`src/rtl/irq_poll_pkg.sv`:
```
package irq_poll_pkg;
  localparam int NSRC  = 6;
  localparam int NFLAG = 7;
  localparam int VEC_W = 3;
  localparam int NLATE = 2;

  typedef struct packed {
    logic             pollEdge;
    logic             clrValid;
    logic [VEC_W-1:0] clrSrc;
  } ctlStrobe_t;

  function automatic logic [VEC_W-1:0] firstSet(input logic [NSRC-1:0] v);
    logic [VEC_W-1:0] idx;
    idx = '0;
    for (int i = NSRC - 1; i >= 0; i--) begin
      if (v[i]) idx = VEC_W'(i);
    end
    return idx;
  endfunction
endpackage

```
`src/rtl/irq_poll_dp.sv`:
```
module irq_poll_dp
  import irq_poll_pkg::*;
(
  input  logic             clk,
  input  logic             rstN,
  input  logic             ieWe,
  input  logic [7:0]       ieWdata,
  input  logic             prioWe,
  input  logic [NSRC-1:0]  prioWdata,
  input  logic [NFLAG-1:0] setIn,
  input  logic [NFLAG-1:0] swClr,
  input  ctlStrobe_t       strobe,
  output logic [7:0]       ieRdata,
  output logic [NSRC-1:0]  prioRdata,
  output logic [NFLAG-1:0] flagState,
  output logic [NSRC-1:0]  pendHi,
  output logic [NSRC-1:0]  pendLo
);
  logic [NSRC-1:0]  ieEn;
  logic             ieGlobal;
  logic [NSRC-1:0]  prioR;
  logic [NFLAG-1:0] flags;
  logic [NFLAG-1:0] flagsNext;
  logic [NFLAG-1:0] hwClr;
  logic [NLATE-1:0] lateSeen;
  logic [NLATE-1:0] lateNext;
  logic [NLATE-1:0] lateFlag;
  logic [NSRC-1:0]  view;
  logic [NSRC-1:0]  pending;

  // Taking a vector clears the flags of ext0, tmr0, ext1 and tmr1 (index == source).
  always_comb begin
    hwClr = '0;
    if (strobe.clrValid && strobe.clrSrc < VEC_W'(4)) hwClr[strobe.clrSrc] = 1'b1;
  end

  assign flagsNext = (flags & ~swClr & ~hwClr) | setIn;
  assign lateFlag  = {flagsNext[3], flagsNext[1]};
  // A late flag becomes visible to the poll only once a poll edge has passed with it set.
  assign lateNext  = (strobe.pollEdge ? {NLATE{1'b1}} : lateSeen) & lateFlag;

  always_ff @(posedge clk or negedge rstN) begin
    if (!rstN) begin
      ieEn     <= '0;
      ieGlobal <= 1'b0;
      prioR    <= '0;
      flags    <= '0;
      lateSeen <= '0;
    end else begin
      flags    <= flagsNext;
      lateSeen <= lateNext;
      if (ieWe) begin
        ieEn     <= ieWdata[NSRC-1:0];
        ieGlobal <= ieWdata[7];
      end
      if (prioWe) prioR <= prioWdata;
    end
  end

  assign view[0] = flags[0];
  assign view[1] = flags[1] & lateSeen[0];
  assign view[2] = flags[2];
  assign view[3] = flags[3] & lateSeen[1];
  assign view[4] = flags[4];
  assign view[5] = flags[5] | flags[6];

  assign pending   = ieGlobal ? (view & ieEn) : '0;
  assign pendHi    = pending & prioR;
  assign pendLo    = pending & ~prioR;
  assign ieRdata   = {ieGlobal, 1'b0, ieEn};
  assign prioRdata = prioR;
  assign flagState = flags;

  // a taken external or tmr0/tmr1 vector leaves its flag clear unless re-set
  assert_take_clears_R10: assert property (@(posedge clk) disable iff (!rstN)
    (|(hwClr & ~setIn)) |=> ((flags & $past(hwClr & ~setIn)) == '0));

  // taking a vector never clears the tmr2 flags
  assert_tmr2_kept_R4: assert property (@(posedge clk) disable iff (!rstN)
    (strobe.clrValid && swClr[6:5] == 2'b00) |=>
      ((flags[6:5] & $past(flags[6:5])) == $past(flags[6:5])));
endmodule

```
`src/rtl/irq_poll_ctl.sv`:
```
module irq_poll_ctl
  import irq_poll_pkg::*;
#(
  parameter int CYC_LEN = 12
) (
  input  logic             clk,
  input  logic             rstN,
  input  logic [NSRC-1:0]  pendHi,
  input  logic [NSRC-1:0]  pendLo,
  input  logic             irqTake,
  input  logic             retAck,
  output ctlStrobe_t       strobe,
  output logic             irqReq,
  output logic [VEC_W-1:0] irqVec,
  output logic [1:0]       inSvc
);
  localparam int PH_W = (CYC_LEN > 1) ? $clog2(CYC_LEN) : 1;
  localparam logic [PH_W-1:0] LAST_PH = PH_W'(CYC_LEN - 1);

  logic [PH_W-1:0]  phase;
  logic             pollEdge;
  logic             take;
  logic             hiOk;
  logic             loOk;
  logic             reqR;
  logic             lvlR;
  logic [VEC_W-1:0] vecR;
  logic [1:0]       svcR;
  logic [1:0]       svcNext;

  assign pollEdge = (phase == LAST_PH);
  assign take     = irqTake & reqR;
  assign hiOk     = (|pendHi) && !svcR[1];
  assign loOk     = (|pendLo) && (svcR == 2'b00);

  always_comb begin
    svcNext = svcR;
    if (retAck) begin
      if (svcR[1]) svcNext[1] = 1'b0;
      else         svcNext[0] = 1'b0;
    end
    if (take) svcNext[lvlR] = 1'b1;
  end

  always_ff @(posedge clk or negedge rstN) begin
    if (!rstN) begin
      phase <= '0;
      reqR  <= 1'b0;
      lvlR  <= 1'b0;
      vecR  <= '0;
      svcR  <= '0;
    end else begin
      phase <= pollEdge ? '0 : phase + 1'b1;
      svcR  <= svcNext;
      if (take) begin
        reqR <= 1'b0;
      end else if (pollEdge) begin
        reqR <= hiOk | loOk;
        lvlR <= hiOk;
        vecR <= hiOk ? firstSet(pendHi) : firstSet(pendLo);
      end
    end
  end

  assign strobe.pollEdge = pollEdge;
  assign strobe.clrValid = take;
  assign strobe.clrSrc   = vecR;
  assign irqReq          = reqR;
  assign irqVec          = vecR;
  assign inSvc           = svcR;

  // a request only appears right after a poll clock
  assert_req_on_poll_R7: assert property (@(posedge clk) disable iff (!rstN)
    $rose(irqReq) |-> $past(pollEdge));

  // no request is outstanding while the high level is in service
  assert_no_req_under_high_R9: assert property (@(posedge clk) disable iff (!rstN)
    !(irqReq && inSvc[1]));

  // a poll with nothing pending leaves no request
  assert_idle_poll_R2: assert property (@(posedge clk) disable iff (!rstN)
    (pollEdge && !take && pendHi == '0 && pendLo == '0) |=> !irqReq);

  // a take marks its level in service
  assert_take_marks_R10: assert property (@(posedge clk) disable iff (!rstN)
    take |=> ($past(lvlR) ? inSvc[1] : inSvc[0]));
endmodule

```
`src/rtl/irq_poll_unit.sv`:
```
module irq_poll_unit
  import irq_poll_pkg::*;
#(
  parameter int CYC_LEN = 12
) (
  input  logic        clk,
  input  logic        rstN,
  input  logic        ieWe,
  input  logic [7:0]  ieWdata,
  output logic [7:0]  ieRdata,
  input  logic        prioWe,
  input  logic [5:0]  prioWdata,
  output logic [5:0]  prioRdata,
  input  logic [6:0]  setIn,
  input  logic [6:0]  swClr,
  output logic [6:0]  flagState,
  input  logic        irqTake,
  input  logic        retAck,
  output logic        irqReq,
  output logic [2:0]  irqVec,
  output logic [1:0]  inSvc
);
  ctlStrobe_t      strobe;
  logic [NSRC-1:0] pendHi;
  logic [NSRC-1:0] pendLo;

  irq_poll_dp u_dp (
    .clk(clk), .rstN(rstN),
    .ieWe(ieWe), .ieWdata(ieWdata),
    .prioWe(prioWe), .prioWdata(prioWdata),
    .setIn(setIn), .swClr(swClr), .strobe(strobe),
    .ieRdata(ieRdata), .prioRdata(prioRdata), .flagState(flagState),
    .pendHi(pendHi), .pendLo(pendLo)
  );

  irq_poll_ctl #(.CYC_LEN(CYC_LEN)) u_ctl (
    .clk(clk), .rstN(rstN),
    .pendHi(pendHi), .pendLo(pendLo),
    .irqTake(irqTake), .retAck(retAck),
    .strobe(strobe), .irqReq(irqReq), .irqVec(irqVec), .inSvc(inSvc)
  );
endmodule

```
`config.mk`:
```
export PLATFORM = sky130hd
export DESIGN_NAME = irq_poll_unit
export DESIGN_NICKNAME = d
export VERILOG_FILES = /design/src/rtl/irq_poll_pkg.sv /design/src/rtl/irq_poll_dp.sv /design/src/rtl/irq_poll_ctl.sv /design/src/rtl/irq_poll_unit.sv
export SDC_FILE = /design/constraint.sdc
export NUM_CORES = 1
export LEC_CHECK = 0
export BUFFER_PORTS_ARGS = -buffer_cell sky130_fd_sc_hd__buf_2
export CORE_MARGIN = 2
export CORE_UTILIZATION = 30
export CTS_CLUSTER_SIZE = 40
export DETAILED_ROUTE_END_ITERATION = 10
export PLACE_DENSITY = 0.5
export SLEW_MARGIN = 25
export SYNTH_ARGS = -nofsm -noshare
export SYNTH_HDL_FRONTEND = slang
export SYNTH_SLANG_ARGS = --single-unit
```
`constraint.sdc`:
```
create_clock -name clk -period 4.7 [get_ports clk]
set_clock_uncertainty 0.05 [all_clocks]
set_input_delay 0.235 -clock clk [delete_from_list [all_inputs] [get_ports clk]]
set_output_delay 0.235 -clock clk [all_outputs]
set_load 0.05 [all_outputs]
```
# Word-level counts from Yosys, hierarchy flattened
# Cells that the tools add are included.
dict set report word_totals {
  latch_bits 0
  romBits 0
  in_bits 34
  regBits 33
  mem_bits_rw 0
  n_memories 0
}
dict set report classes {
  eq_ne 1
  n_lt_le_gt_ge 5
  shift 0
  addsub 1
  n_bitwise 17
  n_mul 0
  mux 26
  reduce_logical 11
  div_mod_pow 0
}
# cell count
set ops {}
lappend ops {{$mux 3} 13}
lappend ops {{$and 6x6->6} 3}
lappend ops {{$and 7x7->7} 2}
lappend ops {{$not 7->7} 2}
lappend ops {{$reduce_or 6->1} 2}
lappend ops {{$mux 7} 1}
lappend ops {{$or 7x7->7} 1}
lappend ops {{$mux 2} 3}
lappend ops {{$mux 6} 1}
lappend ops {{$not 6->6} 1}
lappend ops {{$logic_and 1x1->1} 5}
lappend ops {{$mux 1} 5}
lappend ops {{$add 4x1->4 const B} 1}
lappend ops {{$eq 4x4->1 const B} 1}
lappend ops {{$lt 3x4->1 const B} 1}
lappend ops {{$mux 4} 1}
lappend ops {{$and 1x1->1} 3}
lappend ops {{$demux 1 s3} 1}
lappend ops {{$ge 3x1->1 const B} 1}
lappend ops {{$lt 3x3->1 const B} 1}
lappend ops {{$and 2x2->2} 1}
lappend ops {{$logic_not 2->1} 1}
lappend ops {{$lt 1x2->1 const B} 1}
lappend ops {{$or 1x1->1} 2}
lappend ops {{other kinds (7)} 7}

# Longest topological paths before layout
dict set report depth {
  ltp_word 11
  ltp_mapped 6
}

# By module
# From an unflattened synthesis, not the netlist that was laid out.
dict set report hier_totals {
  cells_unflattened 160
  area_unflattened_um2 1577.8
}
# module instances area_each_um2 seq_area_each_um2 cells_each
set by_module_without_submodules {}
lappend by_module_without_submodules {irq_poll_dp 1 958.4 550.5 94}
lappend by_module_without_submodules {irq_poll_ctl 1 619.3 275.3 66}

# Least setup slack after synthesis
# No wires, ideal clock.
dict set report synth_timing {
  path_type {reg-to-reg}
  start {register u_dp.flags[6] (netlist: u_dp.flagState[6])}
  end {register u_ctl.vecR[0] (netlist: u_ctl.irqVec[0])}
  synth_period_minus_slack_ns 1.905
  t_arrival_ns 1.786
  path_buffers 0
  stages_incl_launch_ff 6
  setup_slack_ns 2.795
  cell_sequence {dfrtp_1 o2111ai_2 nand2_1 o31a_1 or4_1 nand3_1}
}
dict set report synth_between {
  elab_chain_len 11
  elab_cells_between_ends 20
}
# item line_no
set synth_rtl {}
lappend synth_rtl {{from (decl)} irq_poll_dp.sv:22} ;# logic [NFLAG-1:0] flags;
lappend synth_rtl {{from (signal assigned)} irq_poll_dp.sv:50} ;# flags <= flagsNext;
lappend synth_rtl {{$or 1x1->1 *} irq_poll_dp.sv:65} ;# assign view[5] = flags[5] | flags[6];
lappend synth_rtl {{$and 6x6->6 *} irq_poll_dp.sv:67} ;# assign pending = ieGlobal ? (view & ieEn) : '0;
lappend synth_rtl {{$mux 6 *} irq_poll_dp.sv:67}
lappend synth_rtl {{$and 6x6->6 (on tied branches)} {irq_poll_dp.sv:69, irq_poll_dp.sv:68}}
lappend synth_rtl {{$mux 3 (6 in series)} irq_poll_pkg.sv:17} ;# if (v[i]) idx = VEC_W'(i);
lappend synth_rtl {{$mux 3 *} irq_poll_ctl.sv:60} ;# vecR <= hiOk ? firstSet(pendHi) : firstSet(pendLo);
lappend synth_rtl {{to (signal assigned)} irq_poll_ctl.sv:60}
lappend synth_rtl {{to (decl)} irq_poll_ctl.sv:27} ;# logic [VEC_W-1:0] vecR;
# Mark *: on every way between the ends. The rest lies on a longest branch, timed or not.
# A chain may end at the register's enable or synchronous reset.

# Final worst setup path
dict set report layout_timing {
  start {register u_ctl.phase[0]}
  end {register u_ctl.vecR[0] (netlist: u_ctl.irqVec[0])}
}
dict set report layout_between {
  elab_chain_len 2
}
# item line_no
set layout_rtl {}
lappend layout_rtl {{from (decl)} irq_poll_ctl.sv:20} ;# logic [PH_W-1:0] phase;
lappend layout_rtl {{from (signal assigned)} irq_poll_ctl.sv:53} ;# phase <= pollEdge ? '0 : phase + 1'b1;
lappend layout_rtl {{$eq 4x4->1} irq_poll_ctl.sv:31} ;# assign pollEdge = (phase == LAST_PH);
lappend layout_rtl {{$reduce_and 2->1 (no source line)} -}
# No other way between the ends.

==> summary.md <==
| Metric | Value |
|---|---|
| Result of the run | completed |
| Fraction of power consumed by combinational cells | 29.8% |
| Highest ir drop seen on vdd | 219 uV |
| Setup Slack @ Placement | 2.76 ns |
| Clock network fraction of design power | 26.4% |
| Accumulated negative setup slack | 0 ns |
| Beginning of the critical path | u_ctl.phase[0] |
| Placeable core region | 5070 um^2 |
| Synthesis-to-finish area growth | 28.4% |
| Vias in the first global route | 1,275 |
| Insertion delay to the later sink of the worst-skew pair | 0.28 ns |
| CP max-delay cell | or4_1 |
| Sinks on Clock Net | 33 |
| Number of buffers added for setup after CTS | 0 |
| Max-slew violation total from the final report | 0 |
| Synth Cell Area | 1560 um^2 |
| Synth Instances | 145 |
| Ratio of total power to cell area | 407 nW/um^2 |
| CTS hold repair buffers | 1 |
| Fraction of power spent switching nets | 38.0% |
| Leftover overflow at the end of global routing | 0 |
| Post-DP HPWL | 2820 um |
| Detailed-routing iteration count for the pre-antenna-repair pass | 4 |
| Internal cell power | 506 uW |
| Most frequent standard cell in the layout excluding fill and tap cells | buf_2 |
| Hold Crit Class | primary input to flip-flop |
| Tmin final | 1.93 ns |
| Top Ports | 61 |
| Critical path endpoint category | flip-flop |
| Share of final-layout standard cells stronger than drive strength 1 | 43.2% |
| Count of input and output buffers | 58 |
| Antenna-violating nets left | 0 |
| CTS H-tree lvls | 2 |
| # DRC | 0 |
| Clock tree from TritonCTS | built |
| Routed Wire Length | 3620 um |
| Highest-count cells in the layout ignoring fill and taps | 58 x buf_2, 33 x dfrtp_1, 12 x nand2_1, 12 x inv_1, 12 x mux2_2 |
| Clock-pin transition on the worst setup and hold timing paths | 0.07 ns |
| Overall routing resource usage | 13.5% |
| Cell leakage power | 0.000950 uW |
| Weighted congestion reported at the end of routability-driven placement | 0.729 |
| Number of gates resized after cts | 0 |
| Total die area | 5810 um^2 |
| Worst slew pin tran | 0.732 ns |
| Total count of hold-check failures in the final report | 0 |
| Maximum number of pins on one net before global-route repair | 34 |
| Final worst-path setup slack | 2.77 ns |
| Kind of start point of the critical path | flip-flop |
| Global-route wire length before repair | 6250 um |
| Synth Net Count | 180 |
| Cells along the critical path | ha_1, inv_1, nor2_1, nand2_2, or4_1, nand3_1 |
| Sequential share of power | 43.8% |
| Hold path start | setIn[4] |
| Synth warn | 0 |
| Worst Path Arrival | 2.10 ns |
| Number of standard-cell rows in the floorplan | 26 |
| Die height | 76.2 um |
| Net count reported at finish | 241 |
| Worst stage delay on the critical path | 0.54 ns |
| CTS Root Buffer Type | clkbuf_8 |
| Highest achievable clock rate | 517 MHz |
| Startpoint of the worst register-to-register path | u_ctl.phase[0] |
| Initial standard-cell utilization of the core | 30.8% |
| Max-cap violations | 0 |
| Horiz. Die Dim | 76.2 um |
| Max-slew headroom at the worst pin | 51.2% |
| Initial antenna violation count | 0 |
| Max FO, Critical Path | 7 |
| Worst setup path category | flip-flop to flip-flop |
| Data required time at the worst endpoint | 4.86 ns |
| Initial drt markers | 43 |
| Net switching component of the power | 310 uW |
| Number of buffers on the longest clock path | 2 |
| Number of unique standard cell types used by synthesis | 42 |
| Wire per inst | 13.1 um |
| Part of the Yosys area used for sequential elements | 52.8% |
| Final period utilization | 41.1% |
| Vias per Instance | 4.68 |
| Post-synthesis area per instance | 10.8 um^2 |
| Setup repair after global routing missed its margin | false |
| Setup-violating endpoint count in the final report | 0 |
| Vias after detailed routing | 1,291 |
| Antenna fix cells | 0 |
| Number of synthesized register bits | 33 |
| Clock buffer count from CTS | 5 |
registers in the layout, indices dropped and copies added (netlist names):
register and count:
u_ctl.lvlR 1, u_ctl.inSvc 2, u_dp.flagState 7, u_dp.ieGlobal 1, u_ctl.irqReq 1, u_ctl.irqVec 3, u_ctl.phase 4, u_dp.prioRdata 6
u_dp.ieEn 6, u_dp.lateSeen 2
synth_stat cells:
library cell  instances  share of area (%)
inv_1                12                2.9
buf_4                 2               0.96
nor3b_1               3                1.4
nor3_1                1               0.32
conb_1                1               0.24
a31oi_1               1               0.40
nand3_1               5                1.6
nand2_1              12                2.9
nand2b_1              3                1.2
nor2_1                8                1.9
and4_1                1               0.56
or2_2                 1               0.40
nand3b_1              1               0.48
buf_6                 1               0.72
o32ai_1               1               0.56
a21oi_1               3               0.96
nand4_2               1               0.80
o2bb2ai_1             1               0.56
o21a_1                2               0.96
ha_1                  1               0.80
nand2_2               1               0.40
o21ai_1               1               0.32
a21o_2                1               0.56
o21ai_2               1               0.56
o31ai_1               1               0.48
o22ai_1               3                1.2
o21bai_1              2               0.96
nand4_1               5                2.0
o2111ai_2             1               0.96
o21ai_0               6                1.9
a31o_2                5                2.8
a21o_1                2               0.96
o31a_1                2                1.1
and4b_1               1               0.64
o211ai_1              1               0.48
clkbuf_1              2               0.48
dfrtp_1              33                 53
and2_2                1               0.48
nand4b_1              1               0.56
mux2_2               12                8.6
or4_1                 1               0.48
xnor2_1               1               0.56
layout make-up:
class                      instances  area (um^2)
timing repair buffer              59          300
sequential                        33          826
clock buffer                       6         82.6
tap                               70         87.6
clock inverter                     1         7.51
multi-input combinational         95          659
inverter                          12         45.0
fill                             539         3070
cells by family after synthesis:
family | after synthesis | share of synthesized area (%)
AND/OR/NAND/NOR | 46 | 16.2
AO/OA/AOI/OAI | 34 | 15.8
flip-flops | 33 | 52.8
buffers and inverters | 17 | 5.04
multiplexers | 12 | 8.64
adder cells (fa/ha/maj) | 1 | 0.800
other | 1 | 0.240
XOR/XNOR | 1 | 0.560
power by group through the flow:
stage                     combinational, uW  sequential [uW]  clock [uW]
after floorplan                        80.6              457           0
after global placement                  244              363           0
after detailed placement                245              364           0
after CTS                               246              359         225
after global routing                    263              366         239
final                                   244              357         216
worst paths after layout:
kind                                     end  slack (ns)  cells after the start
min in group asynchronous     u_ctl.phase[0]        0.51                      2
setup reg to reg             u_ctl.irqVec[0]        2.77                      6
hold reg to reg               u_ctl.phase[0]        0.41                      1
max in group asynchronous  u_dp.prioRdata[1]        3.62                      2
setup / recovery             u_ctl.irqVec[0]        2.77                      6
hold / removal             u_dp.flagState[4]        0.08                      2
metrics by stage:
stage	power (uW)	instances	util [%]	cell area, um^2	hold slack, ns
2_1_floorplan	538	145	-	1560	-0.111
3_3_place_gp	607	268	37.6	1910	0.299
3_5_place_dp	609	268	37.6	1910	0.297
4_1_cts	830	276	39.6	2010	0.0697
5_1_grt	867	276	39.6	2010	0.0841
6_report	817	276	39.6	2010	0.0808
worst max-delay path, delay by kind of cell (launching register included):
kind,cells,cell delay (ns)
simple gates,4,1.19
flops,1,0.37
fa+ha+maj,1,0.20
buf+inv,1,0.06
metal layers:
layer / vias to the layer above / GRT usage, % / routed length [um] / share of wire [%]
li1: 643 / - / - / -
met1: 602 / 18.3 / 1700 / 47
met2: 41 / 21.3 / 1650 / 46
met3: 5 / 4.50 / 232 / 6.4
met4: 0 / 2.73 / 34 / 0.94
met5: - / 0 / 0 / 0
Note: power is estimated with default switching activity, not from simulation.
